<file path="src/rtl/bufmod_pkg.sv">
package bufmod_pkg;

    typedef enum logic {
        CNT_UP     = 1'b0,
        CNT_UPDOWN = 1'b1
    } cnt_mode_e;

    typedef enum logic {
        PH_RISE = 1'b0,
        PH_FALL = 1'b1
    } cnt_phase_e;

    typedef struct packed {
        logic       restart;
        logic       inc;
        cnt_phase_e next_phase;
    } step_ctl_t;

    // at_end: count has reached the end value; near_floor: count <= 2
    function automatic step_ctl_t decide_step(cnt_mode_e mode, cnt_phase_e ph,
                                              logic at_end, logic near_floor);
        step_ctl_t c;
        c.restart    = 1'b0;
        c.inc        = 1'b0;
        c.next_phase = PH_RISE;
        if (mode == CNT_UP) begin
            if (at_end) c.restart = 1'b1;
            else        c.inc     = 1'b1;
        end else if (ph == PH_RISE && !at_end) begin
            c.inc = 1'b1;
        end else if (near_floor) begin
            c.restart = 1'b1;
        end else begin
            c.next_phase = PH_FALL;
        end
        return c;
    endfunction

endpackage

</file>
<file path="src/rtl/bufmod_match_buffer.sv">
module bufmod_match_buffer #(
    parameter int W = 16
) (
    input  logic         clk,
    input  logic         rst,
    input  logic         wr,
    input  logic [W-1:0] wdata,
    input  logic         load,
    input  logic         blk,
    output logic [W-1:0] active
);
    logic [W-1:0] shadow_q;
    logic [W-1:0] shadow_nx;

    // a write in the boundary clock is part of the transfer
    assign shadow_nx = wr ? wdata : shadow_q;

    always_ff @(posedge clk) begin
        if (rst) begin
            shadow_q <= '0;
            active   <= '0;
        end else begin
            shadow_q <= shadow_nx;
            if (load && !blk) active <= shadow_nx;
        end
    end


    blocked_keep_chk: assert property (@(posedge clk) disable iff (rst)
        (load && blk) |=> $stable(active));

    no_midcycle_load_chk: assert property (@(posedge clk) disable iff (rst)
        !load |=> $stable(active));

    same_clock_write_chk: assert property (@(posedge clk) disable iff (rst)
        (load && !blk && wr) |=> (active == $past(wdata)));

endmodule

</file>
<file path="src/rtl/bufmod_count_core.sv">
module bufmod_count_core
    import bufmod_pkg::*;
#(
    parameter int W = 16
) (
    input  logic         clk,
    input  logic         rst,
    input  logic         step_en,
    input  cnt_mode_e    mode,
    input  logic [W-1:0] active,
    output logic [W-1:0] count,
    output logic         boundary,
    output logic         match
);
    localparam logic [W-1:0] ONE = W'(1);
    localparam logic [W-1:0] TWO = W'(2);

    cnt_phase_e phase_q;
    step_ctl_t  ctl;

    always_comb begin
        ctl = decide_step(mode, phase_q, count >= active, count <= TWO);
    end

    assign boundary = step_en & ctl.restart;
    assign match    = (count == active);

    always_ff @(posedge clk) begin
        if (rst) begin
            count   <= ONE;
            phase_q <= PH_RISE;
        end else if (step_en) begin
            phase_q <= ctl.next_phase;
            if (ctl.restart)  count <= ONE;
            else if (ctl.inc) count <= count + ONE;
            else              count <= count - ONE;
        end
    end


    hold_between_steps_chk: assert property (@(posedge clk) disable iff (rst)
        !step_en |=> $stable(count));

    strobe_qualified_chk: assert property (@(posedge clk) disable iff (rst)
        boundary |-> step_en);

    restart_at_one_chk: assert property (@(posedge clk) disable iff (rst)
        boundary |=> (count == ONE));

    up_increment_chk: assert property (@(posedge clk) disable iff (rst)
        (step_en && !boundary && mode == CNT_UP) |=> (count == $past(count) + ONE));

    never_zero_chk: assert property (@(posedge clk) disable iff (rst)
        count != '0);

endmodule

</file>
<file path="src/rtl/bufmod_counter.sv">
module bufmod_counter
    import bufmod_pkg::*;
#(
    parameter int W = 16
) (
    input  logic         clk,
    input  logic         rst,
    input  logic         step_en,
    input  logic         mode_sel,
    input  logic         shadow_wr,
    input  logic [W-1:0] shadow_data,
    input  logic         upd_block,
    output logic [W-1:0] count,
    output logic         boundary,
    output logic         match
);
    logic [W-1:0] active_val;
    cnt_mode_e    mode;

    assign mode = cnt_mode_e'(mode_sel);

    bufmod_match_buffer #(.W(W)) u_buf (
        .clk    (clk),
        .rst    (rst),
        .wr     (shadow_wr),
        .wdata  (shadow_data),
        .load   (boundary),
        .blk    (upd_block),
        .active (active_val)
    );

    bufmod_count_core #(.W(W)) u_core (
        .clk      (clk),
        .rst      (rst),
        .step_en  (step_en),
        .mode     (mode),
        .active   (active_val),
        .count    (count),
        .boundary (boundary),
        .match    (match)
    );

endmodule

</file>
<file path="config.mk">
export PLATFORM = sky130hd
export DESIGN_NAME = bufmod_counter
export DESIGN_NICKNAME = d
export VERILOG_FILES = /design/src/rtl/bufmod_pkg.sv /design/src/rtl/bufmod_match_buffer.sv /design/src/rtl/bufmod_count_core.sv /design/src/rtl/bufmod_counter.sv
export SDC_FILE = /design/constraint.sdc
export NUM_CORES = 1
export LEC_CHECK = 0
export BUFFER_PORTS_ARGS = -buffer_cell sky130_fd_sc_hd__buf_2
export CORE_ASPECT_RATIO = 0.6
export CORE_UTILIZATION = 50
export CTS_BUF_LIST = sky130_fd_sc_hd__clkbuf_8 sky130_fd_sc_hd__clkbuf_16
export CTS_CLUSTER_SIZE = 24
export DETAILED_ROUTE_END_ITERATION = 8
export GPL_TIMING_DRIVEN = 1
export PLACE_DENSITY_LB_ADDON = 0.08
export RECOVER_POWER = 50
export SLEW_MARGIN = 15
export SYNTH_ARGS = -nofsm -noshare
export SYNTH_HDL_FRONTEND = slang
export SYNTH_HIERARCHICAL = 1
export SYNTH_SLANG_ARGS = --single-unit
</file>
<file path="constraint.sdc">
create_clock -name clk -period 5.4 [get_ports clk]
set_input_delay 0.27 -clock clk [delete_from_list [all_inputs] [get_ports clk]]
set_output_delay 0.27 -clock clk [all_outputs]
set_load 0.01 [all_outputs]
</file>
==> results of run 1 <==
==> critical path: stages, from the launching register on <==
cell	delay [ps]
dfxtp_1	490
ha_1	310
and4_4	210
and3_4	180
a221o_1	330
or4_4	520
nor2_1	170
inv_1	310
ha_1	410
a211oi_1	400
o211ai_1	230
a21oi_1	290
nor4b_1	120
or3_1	390
a221oi_1	360
o32ai_2	120
==> Yosys cell counts, types with 3 or more instances <==
master	count
nand2_1	15
mux2i_1	17
a22oi_1	3
o21ai_0	5
o21bai_1	3
dfxtp_1	49
nor4_1	5
or3_1	4
a21o_1	6
a211oi_1	20
xor2_1	4
nand3_1	9
nor2_1	47
nand4_1	3
o32ai_1	3
clkbuf_1	7
a21oi_1	23
nor3_1	4
ha_1	30
inv_1	28
xnor2_1	8
==> stage by stage <==
step / cell area [um^2] / setup slack [ps]
after floorplan: 2908 / 1089
after global placement: 3127 / 684.7
after detailed placement: 3127 / 538.0
after CTS: 3214 / 512.5
after global routing: 3192 / 48.97
final: 3192 / 433.0
==> worst paths after layout <==
path | depth (start not counted) | slack, ps | endpoint
worst max register to register | 15 | 430 | u_core/count[15]
worst min register to register | 2 | 500 | u_buf/shadow_q[3]
worst max-delay path | 15 | 430 | u_core/count[15]
worst min-delay path | 3 | 220 | u_buf/shadow_q[3]
==> logic make-up (layout without fill, tap and decap cells) <==
logic type / Yosys count / in the layout / synth area share (%)
AO/OA/AOI/OAI: 84 / 84 / 20.61
XOR/XNOR: 12 / 12 / 3.614
adder cells (fa/ha/maj): 31 / 31 / 13.60
buffers and inverters: 43 / 77 / 6.712
flip-flops: 49 / 49 / 33.73
multiplexers: 17 / 17 / 5.852
AND/OR/NAND/NOR: 98 / 98 / 15.88
==> placed cells by master (no fill, tap or decap), drive strengths merged, types with 2 or more instances in the layout <==
master / n
mux2i: 17
o221ai: 2
nand4: 3
buf: 22
a2bb2oi: 2
nor2b: 2
xnor2: 8
a21o: 6
a211oi: 20
ha: 30
a22oi: 3
and4: 2
nor4: 5
or3: 4
o21bai: 3
nand3: 9
a21boi: 2
inv: 29
and3: 3
o21ai: 6
dfxtp: 49
xor2: 4
a21oi: 23
clkinvlp: 2
clkbuf: 23
o32ai: 4
nor3: 4
nor2: 47
o211ai: 2
nand2: 15
==> state kept, by name (all words and copies together) (netlist names) <==
register        flops
u_buf/shadow_q     16
u_core/count       16
u_core/phase_q      1
u_buf/active       16
==> per-layer routing <==
metal | GRT usage [%] | share of wire, %
met5 | 0 | 0
met4 | 6.832 | 0.89
met2 | 33.17 | 38
met1 | 34.97 | 53
met3 | 7.151 | 7.3
==> final cells by class <==
cell class	instances	area share (%)
Timing Repair Buffer	40	5.645
Inverter	29	3.410
Multi-Input combinational cell	242	54.33
Clock buffer	5	2.156
Clock inverter	3	0.5880
Sequential cell	49	30.73
Tap cell	80	3.136
==> summary.txt, run 1 <==
Cells and area
  – Fin cells: approximately 450
  – Multi-input gate area: 0.001734 mm^2
  – Final-stage net count: 420
  – Area grow syn2layout: 9.768%
  – Register area: around 980 um^2
  – Fill cells: 529
  – Layout cells sized above 1: about a tenth
  – Final core utilization: approximately 57%
  – # diodes: 0

Clock network
  – CTS tree: yes
  – H-tree depth: 2
  – Post-CTS Setup Inserts: 0
  – CTS Buf Count: 5
  – Sink Count: 49
  – Root Driver: clkbuf_8
  – Clk Latency, worst-skew pair: 310 ps
  – Post-cts resize count: 0
  – CTS max path bufs: 2
  – CTS clk-pin slew, worst paths: roughly 100 ps
  – Post-cts hold buffer count: 0

Critical path
  – Crit path DAT: between 5000 and 6000 ps
  – FF-to-FF Start: u_core/count[12]
  – Crit path max fanout: 16
  – Crit Path Class: register to register
  – Worst EP required: roughly 5600 ps
  – CP endpoint kind: register
  – Origin of the worst setup path: u_core/count[12]
  – Startpoint types: register

Route
  – Drt drc: 0
  – Vias per cell: 5.520
  – Initial DRC Count: 123
  – Routed Antenna Nets: 0
  – WL/cell: 15.35 um
  – WL final: about 6900 um
  – Drt pass-1 iters: 4
  – Routed via count: around 2,500

Synth
  – Yosys top cell area share: 33.73%
  – EDFF count, synth: 0
  – Distinct cells, synth: 54
  – Syn Area/Cell: 8.706 um^2
  – Ys Warns: 6
  – Ys async rst share: 0%
  – Ranking of synthesized cells by area: dfxtp_1 (34%), ha_1 (13%), nor2_1 (6.1%)
  – Leading area contributor after synthesis: dfxtp_1
  – Mapped Nets: 387
  – Count of state elements after synthesis: approximately 50
  – Syn Inst Count: ~330
  – Syn Std Cell Area: 0.002908 mm^2
  – Register area share after synthesis: 33.73%
  – Dominant synthesized flop cell: dfxtp_1

Timing
  – Final period utilization: approximately nine tenths
  – Final Hold Fails: 0
  – Setup-failing EPs final: 0
  – Post-route minimum period: approximately 5000 ps
  – Worst hold margin: 221.4 ps
  – RSZ-0062 raised after global routing: false
  – Clock Skew: 7.853 ps
  – FMAX: 201.3 MHz
  – Setup_tns: 0 ps
  – Slew Limit Headroom: between 20% and 30%
  – Worst-margin pin slew: 1135 ps
  – Max-slew violation count: 0

Floorplanning
  – IO Count: 40
  – Die Span Y: about 61 um
  – # rows: 21
  – DIE AREA: a little over 0.006 mm^2
  – Die Span X: approximately 100 um
  – Core Box Area: 0.005597 mm^2
  – Initial core utilization: 51.96%

Worst hold path
  – Hold Crit Class: input port to register
  – Hold_sp: shadow_data[3]

Placement
  – Final Wtd Congestion: approximately 0.9
  – Port Buffer Count: 39
  – DP Cell Count: 440
  – Dpl hpwl: a little over 5000 um

Global routing
  – GRT Total Usage: a little under a quarter
  – Initial antenna violation count: 0
  – First-pass GRT wire length: 10,970 um
  – Vias in the first global route: approximately 2,200
  – GR Overflow Total: 0
  – Largest net degree at the start of global routing: 50

Flow run
  – Max Cap Violations: 0

Run status
  – Status: finished, final reports clean
Power of run 1 is left out: the tool's default activity adds up to more than one toggle a clock period on the data nets, which glitch-free logic cannot reach.
==> run 2: changes to the inputs <==
--- a/config.mk
+++ b/config.mk
@@ -17,5 +17,4 @@
 export SLEW_MARGIN = 15
 export SYNTH_ARGS = -nofsm -noshare
 export SYNTH_HDL_FRONTEND = slang
-export SYNTH_HIERARCHICAL = 1
 export SYNTH_SLANG_ARGS = --single-unit
==> summary.txt, run 2 <==
Cells and area
  – Final-stage net count: between 400 and 500
  – Post-Layout Inst Area: about 0.0032 mm^2
  – Register area: around 980 um^2
  – Multi-input gate area: 0.001793 mm^2
  – Layout cells sized above 1: approximately 16%
  – Top flop regs: u_buf.active x16, u_buf.shadow_q x16, u_core.count x16
  – Leading cell types in the layout, fill and taps excluded: dfxtp_1 (49), nor2_1 (45), ha_1 (30)
  – Area grow syn2layout: 10.65%
  – Fill cells: 520
  – Most common cell after layout, fill and taps aside: dfxtp_1
  – Final core utilization: approximately 58%
  – # diodes: 0

Global routing
  – Largest net degree at the start of global routing: 54
  – GR Overflow Total: 0
  – First-pass GRT wire length: approximately 10,000 um
  – Initial antenna violation count: 0
  – Vias in the first global route: roughly 2,100
  – GRT Total Usage: around 22%

Route
  – Routed Antenna Nets: 0
  – WL final: 6469 um
  – Initial DRC Count: 85
  – Drt drc: 0
  – Routed via count: between 2,000 and 2,500
  – Vias per cell: around 5.4
  – WL/cell: roughly 15 um
  – Drt pass-1 iters: 4

Floorplanning
  – Die Span Y: a little over 60 um
  – # rows: 21
  – Core Box Area: about 0.0056 mm^2
  – Initial core utilization: between 50 and 60%
  – DIE AREA: 0.006171 mm^2
  – IO Count: 40
  – Die Span X: a little over 100 um

Synth
  – Register area share after synthesis: about a third
  – Ys async rst share: 0%
  – Syn Inst Count: around 320
  – EDFF count, synth: 0
  – Most common library cells after synthesis: dfxtp_1 (49), nor2_1 (45), ha_1 (30), a21oi_1 (21), inv_1 (21)
  – Ys Warns: 0
  – Syn Area/Cell: 9.057 um^2
  – Syn Std Cell Area: around 0.0029 mm^2
  – Count leader, synth: dfxtp_1
  – Count of state elements after synthesis: 49
  – Yosys top cell area share: between 30% and 40%
  – Leading area contributor after synthesis: dfxtp_1
  – Ranking of synthesized cells by area: dfxtp_1 (34%), ha_1 (13%), a211oi_2 (6.0%)
  – Mapped Nets: approximately 380
  – Distinct cells, synth: 50
  – Dominant synthesized flop cell: dfxtp_1

Placement
  – Port Buffer Count: 39
  – Post-DP Area: between 0.003 and 0.004 mm^2
  – Final Wtd Congestion: slightly above 0.8
  – Dpl hpwl: approximately 4800 um

Timing
  – Worst hold margin: approximately 220 ps
  – Slew Limit Headroom: a little under a quarter
  – Final period utilization: between 70% and 80%
  – Max-slew violation count: 0
  – FMAX: about 240 MHz
  – Setup-failing EPs final: 0
  – Setup_tns: 0 ps
  – Post-route minimum period: roughly 4200 ps
  – Final Hold Fails: 0
  – RSZ-0062 raised after global routing: false
  – Clock Skew: 9.952 ps
  – Worst-margin pin slew: about 1100 ps

Critical path
  – CP peak stage delay: about 470 ps
  – FF-to-FF Start: u_core.count[0]
  – CP endpoint kind: register
  – Reg2Reg Setup Slack: ~1200 ps
  – Crit path max fanout: 17
  – Startpoint types: register
  – Crit Path Class: register to register
  – CP endpoint: u_core.count[12]
  – Slowest cell on the critical path: dfxtp_1
  – Critical path, cell by cell: inv_1 -> ha_1 -> nand2b_1 -> a221o_1 -> a22oi_1 -> and2_4 -> inv_1 -> ha_1 -> a211o_1 -> a31o_2 -> and2_1 -> a41oi_2 -> nor3_1 -> a311oi_1 -> nor3_1
  – Crit path DAT: 4400 ps
  – Origin of the worst setup path: u_core.count[0]
  – Reg2reg end: u_core.count[12]
  – Worst R2R Path Depth: 15
  – Worst EP required: 5580 ps

Run status
  – Status: finished, final reports clean

Clock network
  – CTS max path bufs: 2
  – Post-cts resize count: 0
  – Root Driver: clkbuf_8
  – H-tree depth: 2
  – CTS Buf Count: 5
  – CTS tree: yes
  – Post-CTS Setup Inserts: 0
  – Clk Latency, worst-skew pair: 310 ps
  – Sink Count: roughly 50
  – CTS clk-pin slew, worst paths: ~100 ps
  – Post-cts hold buffer count: 0

Flow run
  – Max Cap Violations: 0

Worst hold path
  – Hold Crit Class: input port to register
## run 2: layer usage
metal	track usage, %	wire length [um]
met2	30.23	2455
met1	35.77	3656
met3	3.859	300
met4	6.211	56
met5	0	0
## run 2: how the worst min path moves through the flow
stage,from,endpoint,cells past startpoint
2_1_floorplan,step_en,u_core.count[0],1
3_3_place_gp,u_buf.shadow_q[3],u_buf.shadow_q[3],2
3_5_place_dp,u_buf.shadow_q[3],u_buf.shadow_q[3],2
4_1_cts,shadow_data[3],u_buf.shadow_q[3],3
5_1_grt,shadow_data[3],u_buf.shadow_q[3],3
6_report,shadow_data[3],u_buf.shadow_q[3],3
## run 2: cell type report
type,count,share of cell area [%]
multi-input cells,240,55.39
flip-flops and latches,49,30.31
repair buffers,41,5.837
well taps,80,3.092
inverters,21,2.435
clock buffers,5,2.126
clock inverters,3,0.8118
## run 2: worst max-delay path, delay by kind of cell, from the launching register on
family / cells / cell delay [ps]
AO/OA/AOI/OAI: 6 / 1680
adder cells (fa/ha/maj): 2 / 790
AND/OR/NAND/NOR: 5 / 730
flip-flops: 1 / 470
buffers and inverters: 2 / 410
## run 2: kinds of logic (layout without fill, tap and decap cells)
kind of cell | after synthesis | in the layout | synth area share (%)
XOR/XNOR | 9 | 9 | 2.695
buffers and inverters | 34 | 70 | 5.175
flip-flops | 49 | 49 | 33.53
adder cells (fa/ha/maj) | 31 | 31 | 13.52
AND/OR/NAND/NOR | 93 | 93 | 15.57
AO/OA/AOI/OAI | 91 | 91 | 24.04
multiplexers | 16 | 16 | 5.475
## run 2: through the flow
stage	instances	setup slack [ps]
floorplan	323	1710
global placement	431	1416
detailed placement	431	1276
CTS	439	1231
global route	439	932.4
finish	439	1175
Power of run 2 is left out for the same reason.
